--- src/rtl/ps_cfg_pkg.sv ---
package ps_cfg_pkg;

  typedef enum logic [3:0] {
    S_IDLE, S_RST_LOW, S_RST_WAIT, S_STAT_CHK, S_FETCH, S_BIT_HIGH,
    S_BIT_LOW, S_BYTE_CHK, S_SETTLE, S_DONE_CHK, S_USER_WAIT, S_UNLOAD
  } seqState_t;

  typedef enum logic [1:0] {
    ERR_NONE   = 2'd0,
    ERR_RESET  = 2'd1,
    ERR_STATUS = 2'd2,
    ERR_DONE   = 2'd3
  } errCode_t;

  // strobes from the sequencer to the pin datapath
  typedef struct packed {
    logic driveOn;
    logic tristate;
    logic resetAssert;
    logic resetRelease;
    logic loadByte;
    logic clkRise;
    logic clkFall;
    logic shiftBit;
    logic dataClear;
  } pinStrobe_t;

endpackage

--- src/rtl/ps_cfg_datapath.sv ---
module ps_cfg_datapath
  import ps_cfg_pkg::*;
#(
  parameter int BYTE_W = 8
) (
  input  logic              clk,
  input  logic              rstN,
  input  pinStrobe_t        stb,
  input  logic [BYTE_W-1:0] inData,
  input  logic              inLast,
  output logic              cfgResetN,
  output logic              dataOut,
  output logic              clkOut,
  output logic              pinOe,
  output logic              lastFlag,
  output logic              lastBit
);
  localparam int IDX_W = (BYTE_W > 1) ? $clog2(BYTE_W) : 1;

  logic [BYTE_W-1:0] shiftReg;
  logic [IDX_W-1:0]  bitIdx;

  always_ff @(posedge clk or negedge rstN) begin
    if (!rstN) begin
      pinOe     <= 1'b0;
      cfgResetN <= 1'b1;
      dataOut   <= 1'b0;
      clkOut    <= 1'b0;
      shiftReg  <= '0;
      bitIdx    <= '0;
      lastFlag  <= 1'b0;
    end else begin
      if (stb.driveOn)      pinOe <= 1'b1;
      if (stb.tristate) begin
        pinOe     <= 1'b0;
        cfgResetN <= 1'b1;
      end
      if (stb.resetAssert)  cfgResetN <= 1'b0;
      if (stb.resetRelease) cfgResetN <= 1'b1;
      if (stb.loadByte) begin
        dataOut  <= inData[0];
        shiftReg <= inData >> 1;
        bitIdx   <= '0;
        lastFlag <= inLast;
      end
      if (stb.clkRise) clkOut <= 1'b1;
      if (stb.clkFall) clkOut <= 1'b0;
      if (stb.shiftBit) begin
        dataOut  <= shiftReg[0];
        shiftReg <= shiftReg >> 1;
        bitIdx   <= bitIdx + 1'b1;
      end
      if (stb.dataClear) begin
        dataOut <= 1'b0;
        clkOut  <= 1'b0;
      end
    end
  end

  assign lastBit = (bitIdx == IDX_W'(BYTE_W - 1));

endmodule

--- src/rtl/ps_cfg_ctrl.sv ---
module ps_cfg_ctrl
  import ps_cfg_pkg::*;
#(
  parameter int RESET_LOW_US  = 40,
  parameter int RESET_WAIT_US = 40,
  parameter int SETTLE_US     = 1,
  parameter int USER_WAIT_US  = 40,
  parameter int UNLOAD_US     = 40
) (
  input  logic       clk,
  input  logic       rstN,
  input  logic       usTick,
  input  logic       startReq,
  input  logic       unloadReq,
  input  logic       inValid,
  input  logic       statusIn,
  input  logic       doneIn,
  input  logic       lastFlag,
  input  logic       lastBit,
  output pinStrobe_t stb,
  output logic       inReady,
  output logic       busy,
  output logic       configured,
  output logic [1:0] errCode
);
  function automatic int maxOf(int a, int b);
    return (a > b) ? a : b;
  endfunction

  localparam int MAX_US = maxOf(maxOf(maxOf(RESET_LOW_US, RESET_WAIT_US),
                                      maxOf(SETTLE_US, USER_WAIT_US)), UNLOAD_US);
  localparam int CNT_W  = $clog2(MAX_US + 1);

  seqState_t        state, stateNext;
  logic [CNT_W-1:0] cnt, limit;
  logic             timeUp;
  logic             errSet, errClr, cfgSet, cfgClr;
  errCode_t         errVal;

  always_comb begin
    case (state)
      S_RST_LOW:   limit = CNT_W'(RESET_LOW_US);
      S_RST_WAIT:  limit = CNT_W'(RESET_WAIT_US);
      S_SETTLE:    limit = CNT_W'(SETTLE_US);
      S_USER_WAIT: limit = CNT_W'(USER_WAIT_US);
      S_UNLOAD:    limit = CNT_W'(UNLOAD_US);
      default:     limit = CNT_W'(1);
    endcase
  end

  assign timeUp = usTick && (cnt == limit - 1'b1);

  always_comb begin
    stb       = '0;
    stateNext = state;
    inReady   = 1'b0;
    errSet    = 1'b0;
    errClr    = 1'b0;
    errVal    = ERR_NONE;
    cfgSet    = 1'b0;
    cfgClr    = 1'b0;
    case (state)
      S_IDLE: begin
        if (startReq) begin
          stb.driveOn     = 1'b1;
          stb.resetAssert = 1'b1;
          stb.dataClear   = 1'b1;
          errClr          = 1'b1;
          cfgClr          = 1'b1;
          stateNext       = S_RST_LOW;
        end else if (unloadReq) begin
          stb.driveOn     = 1'b1;
          stb.resetAssert = 1'b1;
          cfgClr          = 1'b1;
          stateNext       = S_UNLOAD;
        end
      end
      S_RST_LOW: if (timeUp) begin
        stb.resetRelease = 1'b1;
        stateNext        = S_RST_WAIT;
      end
      S_RST_WAIT: if (timeUp) stateNext = S_STAT_CHK;
      S_STAT_CHK: begin
        if (statusIn) stateNext = S_FETCH;
        else begin
          errSet    = 1'b1;
          errVal    = ERR_RESET;
          stateNext = S_IDLE;
        end
      end
      S_FETCH: begin
        inReady = 1'b1;
        if (inValid) begin
          stb.loadByte = 1'b1;
          stateNext    = S_BIT_HIGH;
        end
      end
      S_BIT_HIGH: begin
        stb.clkRise = 1'b1;
        stateNext   = S_BIT_LOW;
      end
      S_BIT_LOW: begin
        stb.clkFall = 1'b1;
        if (lastBit) stateNext = S_BYTE_CHK;
        else begin
          stb.shiftBit = 1'b1;
          stateNext    = S_BIT_HIGH;
        end
      end
      S_BYTE_CHK: begin
        if (!statusIn) begin
          errSet    = 1'b1;
          errVal    = ERR_STATUS;
          stateNext = S_IDLE;
        end else if (lastFlag) begin
          stb.dataClear = 1'b1;
          stateNext     = S_SETTLE;
        end else stateNext = S_FETCH;
      end
      S_SETTLE: if (timeUp) stateNext = S_DONE_CHK;
      S_DONE_CHK: begin
        if (doneIn) stateNext = S_USER_WAIT;
        else begin
          errSet    = 1'b1;
          errVal    = ERR_DONE;
          stateNext = S_IDLE;
        end
      end
      S_USER_WAIT: if (timeUp) begin
        cfgSet    = 1'b1;
        stateNext = S_IDLE;
      end
      S_UNLOAD: if (timeUp) begin
        stb.tristate = 1'b1;
        stateNext    = S_IDLE;
      end
      default: stateNext = S_IDLE;
    endcase
  end

  always_ff @(posedge clk or negedge rstN) begin
    if (!rstN) begin
      state      <= S_IDLE;
      cnt        <= '0;
      configured <= 1'b0;
      errCode    <= ERR_NONE;
    end else begin
      state <= stateNext;
      cnt   <= (stateNext != state) ? '0 : cnt + CNT_W'(usTick);
      if (cfgClr) configured <= 1'b0;
      if (cfgSet) configured <= 1'b1;
      if (errClr) errCode <= ERR_NONE;
      if (errSet) errCode <= errVal;
    end
  end

  assign busy = (state != S_IDLE);

endmodule

--- src/rtl/ps_cfg_loader.sv ---
module ps_cfg_loader
  import ps_cfg_pkg::*;
#(
  parameter int BYTE_W        = 8,
  parameter int RESET_LOW_US  = 40,
  parameter int RESET_WAIT_US = 40,
  parameter int SETTLE_US     = 1,
  parameter int USER_WAIT_US  = 40,
  parameter int UNLOAD_US     = 40
) (
  input  logic              clk,
  input  logic              rstN,
  input  logic              usTick,
  input  logic              startReq,
  input  logic              unloadReq,
  input  logic [BYTE_W-1:0] inData,
  input  logic              inValid,
  input  logic              inLast,
  output logic              inReady,
  input  logic              statusIn,
  input  logic              doneIn,
  output logic              cfgResetN,
  output logic              dataOut,
  output logic              clkOut,
  output logic              pinOe,
  output logic              busy,
  output logic              configured,
  output logic [1:0]        errCode
);
  pinStrobe_t stb;
  logic       lastFlag, lastBit;

  ps_cfg_ctrl #(
    .RESET_LOW_US (RESET_LOW_US),
    .RESET_WAIT_US(RESET_WAIT_US),
    .SETTLE_US    (SETTLE_US),
    .USER_WAIT_US (USER_WAIT_US),
    .UNLOAD_US    (UNLOAD_US)
  ) u_ctrl (
    .clk(clk), .rstN(rstN), .usTick(usTick), .startReq(startReq),
    .unloadReq(unloadReq), .inValid(inValid), .statusIn(statusIn),
    .doneIn(doneIn), .lastFlag(lastFlag), .lastBit(lastBit), .stb(stb),
    .inReady(inReady), .busy(busy), .configured(configured), .errCode(errCode)
  );

  ps_cfg_datapath #(.BYTE_W(BYTE_W)) u_dp (
    .clk(clk), .rstN(rstN), .stb(stb), .inData(inData), .inLast(inLast),
    .cfgResetN(cfgResetN), .dataOut(dataOut), .clkOut(clkOut), .pinOe(pinOe),
    .lastFlag(lastFlag), .lastBit(lastBit)
  );

endmodule

--- config.mk ---
export PLATFORM = sky130hd
export DESIGN_NAME = ps_cfg_loader
export DESIGN_NICKNAME = d
export VERILOG_FILES = /design/src/rtl/ps_cfg_pkg.sv /design/src/rtl/ps_cfg_datapath.sv /design/src/rtl/ps_cfg_ctrl.sv /design/src/rtl/ps_cfg_loader.sv
export SDC_FILE = /design/constraint.sdc
export NUM_CORES = 1
export LEC_CHECK = 0
export BUFFER_PORTS_ARGS = -buffer_cell sky130_fd_sc_hd__buf_2
export CAP_MARGIN = 25
export CORE_AREA = 2 2 61 63
export DETAILED_ROUTE_END_ITERATION = 16
export DIE_AREA = 0 0 63 65
export GPL_TIMING_DRIVEN = 0
export PLACE_DENSITY = 0.73
export SLEW_MARGIN = 20
export SYNTH_ARGS = -nofsm -noshare
export SYNTH_HDL_FRONTEND = slang
export SYNTH_HIERARCHICAL = 1
export SYNTH_SLANG_ARGS = --single-unit
--- constraint.sdc ---
create_clock -name clk -period 2.18 [get_ports clk]
set_input_delay 0.327 -clock clk [delete_from_list [all_inputs] [get_ports clk]]
set_output_delay 0.327 -clock clk [all_outputs]
set_load 0.01 [all_outputs]
## After elaboration in Yosys (flattened, before gate mapping)

Cells that the tools add are included.

- Word-level logic and storage cells: 100
- Register bits after elaboration: 29

- Add/subtract/negate cells: 3
- Reductions and logical operators: 13
- Equal/unequal tests: 14
- Muxes and demuxes: 59

Operators with widths:

| cell | number |
|---|---|
| $pmux W4 S11 | 1 |
| $mux W4 | 10 |
| $mux W1 | 32 |
| $eq A4 B3 Y1 const B | 4 |
| $eq A4 B4 Y1 const B | 4 |
| $mux W8 | 2 |
| $mux W2 | 6 |
| $mux W6 | 2 |
| $mux W3 | 3 |
| $reduce_bool A3 Y1 | 3 |
| $eq A4 B2 Y1 const B | 2 |
| $reduce_bool A2 Y1 | 4 |
| $add A6 B1 Y6 | 1 |
| $eq A6 B6 Y1 | 1 |
| $pmux W2 S3 | 1 |
| $sub A6 B1 Y6 const B | 1 |
| $eq A4 B1 Y1 const B | 1 |
| $logic_not A4 Y1 | 1 |
| $ne A4 B4 Y1 | 1 |
| $pmux W1 S2 | 2 |
| $reduce_bool A4 Y1 | 1 |
| $reduce_or A2 Y1 | 2 |
| $reduce_or A4 Y1 | 1 |
| $add A3 B1 Y3 const B | 1 |
| 2 further kinds | 2 |

## Logic depth before layout (Yosys ltp)

- Word-level depth: 11
- Mapped depth: 8

## Hierarchy

Netlist, hierarchy kept.

Modules (own cells, without submodules):

| module | times used | cells each | area an instance (um2) | sequential area each (um2) |
|---|---|---|---|---|
| ps_cfg_ctrl | 1 | 128 | 1017.2 | 325.3 |
| ps_cfg_datapath | 1 | 56 | 661.9 | 376.6 |

## Worst setup path before layout

OpenSTA, ideal clock, no wires.

- Path type: flip-flop to flip-flop
- Start point: reg u_ctrl.state[3]
- End point: reg u_ctrl.cnt[0]
- Stages on the path, launching flop included: 7
- Slack: 0.071 ns
- Path buffers: 1
- Data arrival time: 2.008 ns
- Path through: dfrtp_1 buf_6 or4b_4 or3_1 o2111a_2 o221a_4 nor4_1

- Word-level cells in the longest chain between the ends: 10

RTL lines:

| item | line | RTL |
|---|---|---|
| start: declaration | ps_cfg_ctrl.sv:34 | `seqState_t state, stateNext;` |
| start signal: assignment | ps_cfg_ctrl.sv:148 | `state <= stateNext;` |
| $eq A4 B1 Y1, or another cell as far along | ps_cfg_ctrl.sv:41, ps_cfg_ctrl.sv:62 |  |
| $reduce_or A4 Y1 (no line) | - |  |
| $mux W6 | ps_cfg_ctrl.sv:41 | `case (state)` |
| $sub A6 B1 Y6 | ps_cfg_ctrl.sv:51 | `assign timeUp = usTick && (cnt == limit - 1'b1);` |
| $eq A6 B6 Y1 | ps_cfg_ctrl.sv:51 |  |
| $logic_and A1 B1 Y1 | ps_cfg_ctrl.sv:51 |  |
| $mux W4, on equally long branches | - |  |
| $pmux W4 S11 | ps_cfg_ctrl.sv:62 | `case (state)` |
| $ne A4 B4 Y1 * | ps_cfg_ctrl.sv:149 | `cnt <= (stateNext != state) ? '0 : cnt + CNT_W'(usTick);` |
| $mux W6 * | ps_cfg_ctrl.sv:149 |  |
| end signal: assignment | ps_cfg_ctrl.sv:149 |  |
| end: declaration | ps_cfg_ctrl.sv:35 | `logic [CNT_W-1:0] cnt, limit;` |

Every way passes the cells marked *; elsewhere a longest branch is shown, timed or not.
A chain may end at the register's enable or synchronous reset.

## Final worst setup path

- Start point: reg u_ctrl.state[1]
- End point: reg u_ctrl.cnt[4]

Same word-level chain as after synthesis.

==> metrics.txt <==
drt wl/cell=14.0 um; Yosys reg bits=28; GRT Resource Usage Total=19.2%; fraction of registers with async set/reset=100%; Vias/cell=5.59; critical path cell sequence=or4b_4 -> or3_4 -> o2111a_2 -> o221a_4 -> nor4_2; First-pass DRT Iterations=4; Worst setup SP type=flip-flop; largest family of logic cells by synthesized area=simple AND/OR/NAND/NOR gates; PD cells=1150 mW/mm2; Clock Pin Slew Worst Setup and Hold Paths=0.14 ns; Nets=242; Hold Crit Class=primary input to asynchronous set/reset pin; Crit Reg-Reg Startpoint=u_ctrl/state[1]; Final Hold Fails=2; DP HPWL=2540 um; core area=0.00350 mm2; max-cap viol count=0; Horiz. Die Dim=63 um; fraction of synthesized area in multiplexers=5.44%; Critical Path End Type=flip-flop; share of cells above drive strength 1=28.2%; CP Launch Point=u_ctrl/state[1]; Worst Clk Skew=0.00431 ns; DR vias=1498; static leakage=0.891 nW; root buffer cell=clkbuf_4; Antenna Nets Post-Route=0; CP max stage cell=or4b_4; Longest Clk Path Bufs=2; row count=22; Final Slew Violations=0; DR iter-0 viols=104; Final period util=102%; post-synth cell types=49; R2R setup slack=-0.04 ns; post-synthesis net count=205; final setup TNS=-0.0365 ns; worst r2r dst=u_ctrl/cnt[4]; Area contributors post-synth=dfrtp_1, nand2_1, mux2i_1; # diodes=0; dpl cells=257; Mapped Cells=184; Num CTS Buffers=3; top-area cell type share of the netlist area=40.2%; warnings from Yosys=6; Buffers on Ports=25; CP peak stage delay=0.55 ns; min setup slack post-route=-0.0365 ns; grt total ovfl=0; min Tclk post-route=2.22 ns; status=finished, violations left; Cell Area, Synth=0.00168 mm2; die footprint=0.00410 mm2; post-synthesis sequential area ratio=41.8%; clk_lat worst skew=0.32 ns; final WL=3740 um; XOR/XNOR share of the synthesized area=2.09%; slew margin rel.=55.8%; Synth Area in Simple Gates=25.6%; f_max=451 MHz; CP Max Fanout=6; Synth Flop Type=dfrtp_1; clk sinks=28; Crit path required time=2.42 ns; DRC viols=0; area grow syn2layout=22.8%; vias in the first global route=1369; final setup fails=1; worst-margin pin slew=0.657 ns; Worst Reg-to-Reg Cells=5; io pins=26; failing checks=negative hold slack, negative setup slack; htree depth=1; initial core utilization=48.0%; Synth Area in Adders=2.98%; first-pass GRT wire length=6330 um; CTS tree=built; Final Hold Slack=-0.000506 ns; Critical Path AT=2.46 ns; die height=65 um; number of synthesized flops with an enable pin=0; initial antenna violation count=0; Synth area leader=dfrtp_1; Post-Layout Cell Count=268; RSZ-0062 raised after global routing=yes; area fraction in compound gates after synthesis=16.1%; crit path kind=flip-flop to flip-flop; routability cong.=0.822; Synth Area per Inst=9.13 um2; Peak supply drop=0.565 mV; largest net degree at the start of global routing=29; Filler Cell Count=322
==> power breakdown <==
part | switching (mW) | internal [mW] | total (mW)
sequential | 0.121 | 0.692 | 0.813
clock | 0.143 | 0.0716 | 0.214
combinational | 0.754 | 0.588 | 1.34
==> through the flow <==
stage / instance area (um2) / utilization, % / worst slack, ns / total power, mW
4_1_cts: 1990 / 56.9 / -0.0450 / 2.22
6_report: 2060 / 59.0 / -0.0365 / 2.37
2_1_floorplan: 1680 / - / 0.0707 / 1.54
3_3_place_gp: 1860 / 53.3 / -0.138 / 1.80
3_5_place_dp: 1860 / 53.3 / -0.115 / 1.81
5_1_grt: 2060 / 59.0 / -0.0782 / 2.56
==> layer usage <==
metal / wire (um) / share of wire [%] / global-route usage (%)
met5: 0 / 0 / 0
met3: 224 / 6.0 / 3.82
met4: 0 / 0 / 3.61
met2: 1850 / 49 / 31.1
met1: 1670 / 44 / 26.9
==> cell usage after synthesis, types with 3 or more instances <==
master and n:
dfrtp_1 27, nand2_1 23, nor2_1 14, o21ai_0 13, nand3_1 9, mux2i_1 8
nor4_1 8, inv_1 7, nor2b_1 7, nor3_1 6, a21oi_1 4, ha_1 4
a31oi_1 3, buf_6 3, clkbuf_1 3, nand2b_1 3
==> cells by family (layout without fill, tap and decap cells) <==
family	count (synthesis)	count (layout)
AND/OR/NAND/NOR	83	83
AO/OA/AOI/OAI	38	38
flip-flops	28	28
buffers and inverters	18	54
multiplexers	9	9
adder cells (fa/ha/maj)	4	4
XOR/XNOR	4	4
==> cell type report <==
cell class	count	area (um2)	share of cell area (%)
Clock buffer	4	26.3	1.27
Inverter	7	26.3	1.27
Buffer	9	58.8	2.85
Timing Repair Buffer	34	213	10.3
Sequential cell	28	706	34.2
Tap cell	48	60.1	2.91
Multi-Input combinational cell	138	972	47.1
==> registers in the layout, indices dropped and copies added (netlist names) <==
register and flops:
u_dp/shiftReg 7, u_ctrl/cnt 6, u_ctrl/state 4, u_dp/bitIdx 3, u_ctrl/errCode 2, u_ctrl/configured 1, u_dp/cfgResetN 1, u_dp/clkOut 1
u_dp/dataOut 1, u_dp/lastFlag 1, u_dp/pinOe 1
==> worst max-delay path, delay by kind of cell (launching register included) <==
kind	cells	cell delay [ns]
simple gates	3	1.17
compound gates	2	0.51
flops	1	0.46
==> worst max path at each step <==
stage / to / slack (ns) / cells after the start
floorplan: u_ctrl/cnt[0] / 0.07 / 6
global placement: u_ctrl/cnt[0] / -0.14 / 5
detailed placement: u_ctrl/cnt[0] / -0.12 / 6
CTS: u_ctrl/cnt[2] / -0.04 / 6
global route: u_ctrl/cnt[4] / -0.08 / 5
finish: u_ctrl/cnt[4] / -0.04 / 5
==> timing repair <==
action | 4_1_cts | 5_1_grt
pin swaps | 6 | 5
hold buffers | 0 | 0
endpoints found under the setup margin | 7 | 18
gates resized for setup | 10 | 10
buffers inserted | 5 | 4
==> placed cells by master (no fill, tap or decap), types with 2 or more instances in the layout <==
cell type	count
a21oi_1	3
a22o_1	2
a31oi_1	2
and3b_1	2
buf_2	26
buf_4	8
buf_6	4
clkbuf_1	4
clkbuf_4	3
dfrtp_1	24
dfrtp_2	3
ha_1	4
inv_1	7
mux2i_1	8
nand2_1	23
nand2b_1	3
nand3_1	9
nand4_1	2
nor2_1	14
nor2b_1	7
nor3_1	6
nor4_1	2
nor4_2	3
nor4_4	3
o211ai_1	2
o21ai_0	13
xnor2_1	2
xor2_1	2
Note: power is estimated with default switching activity, not from simulation.
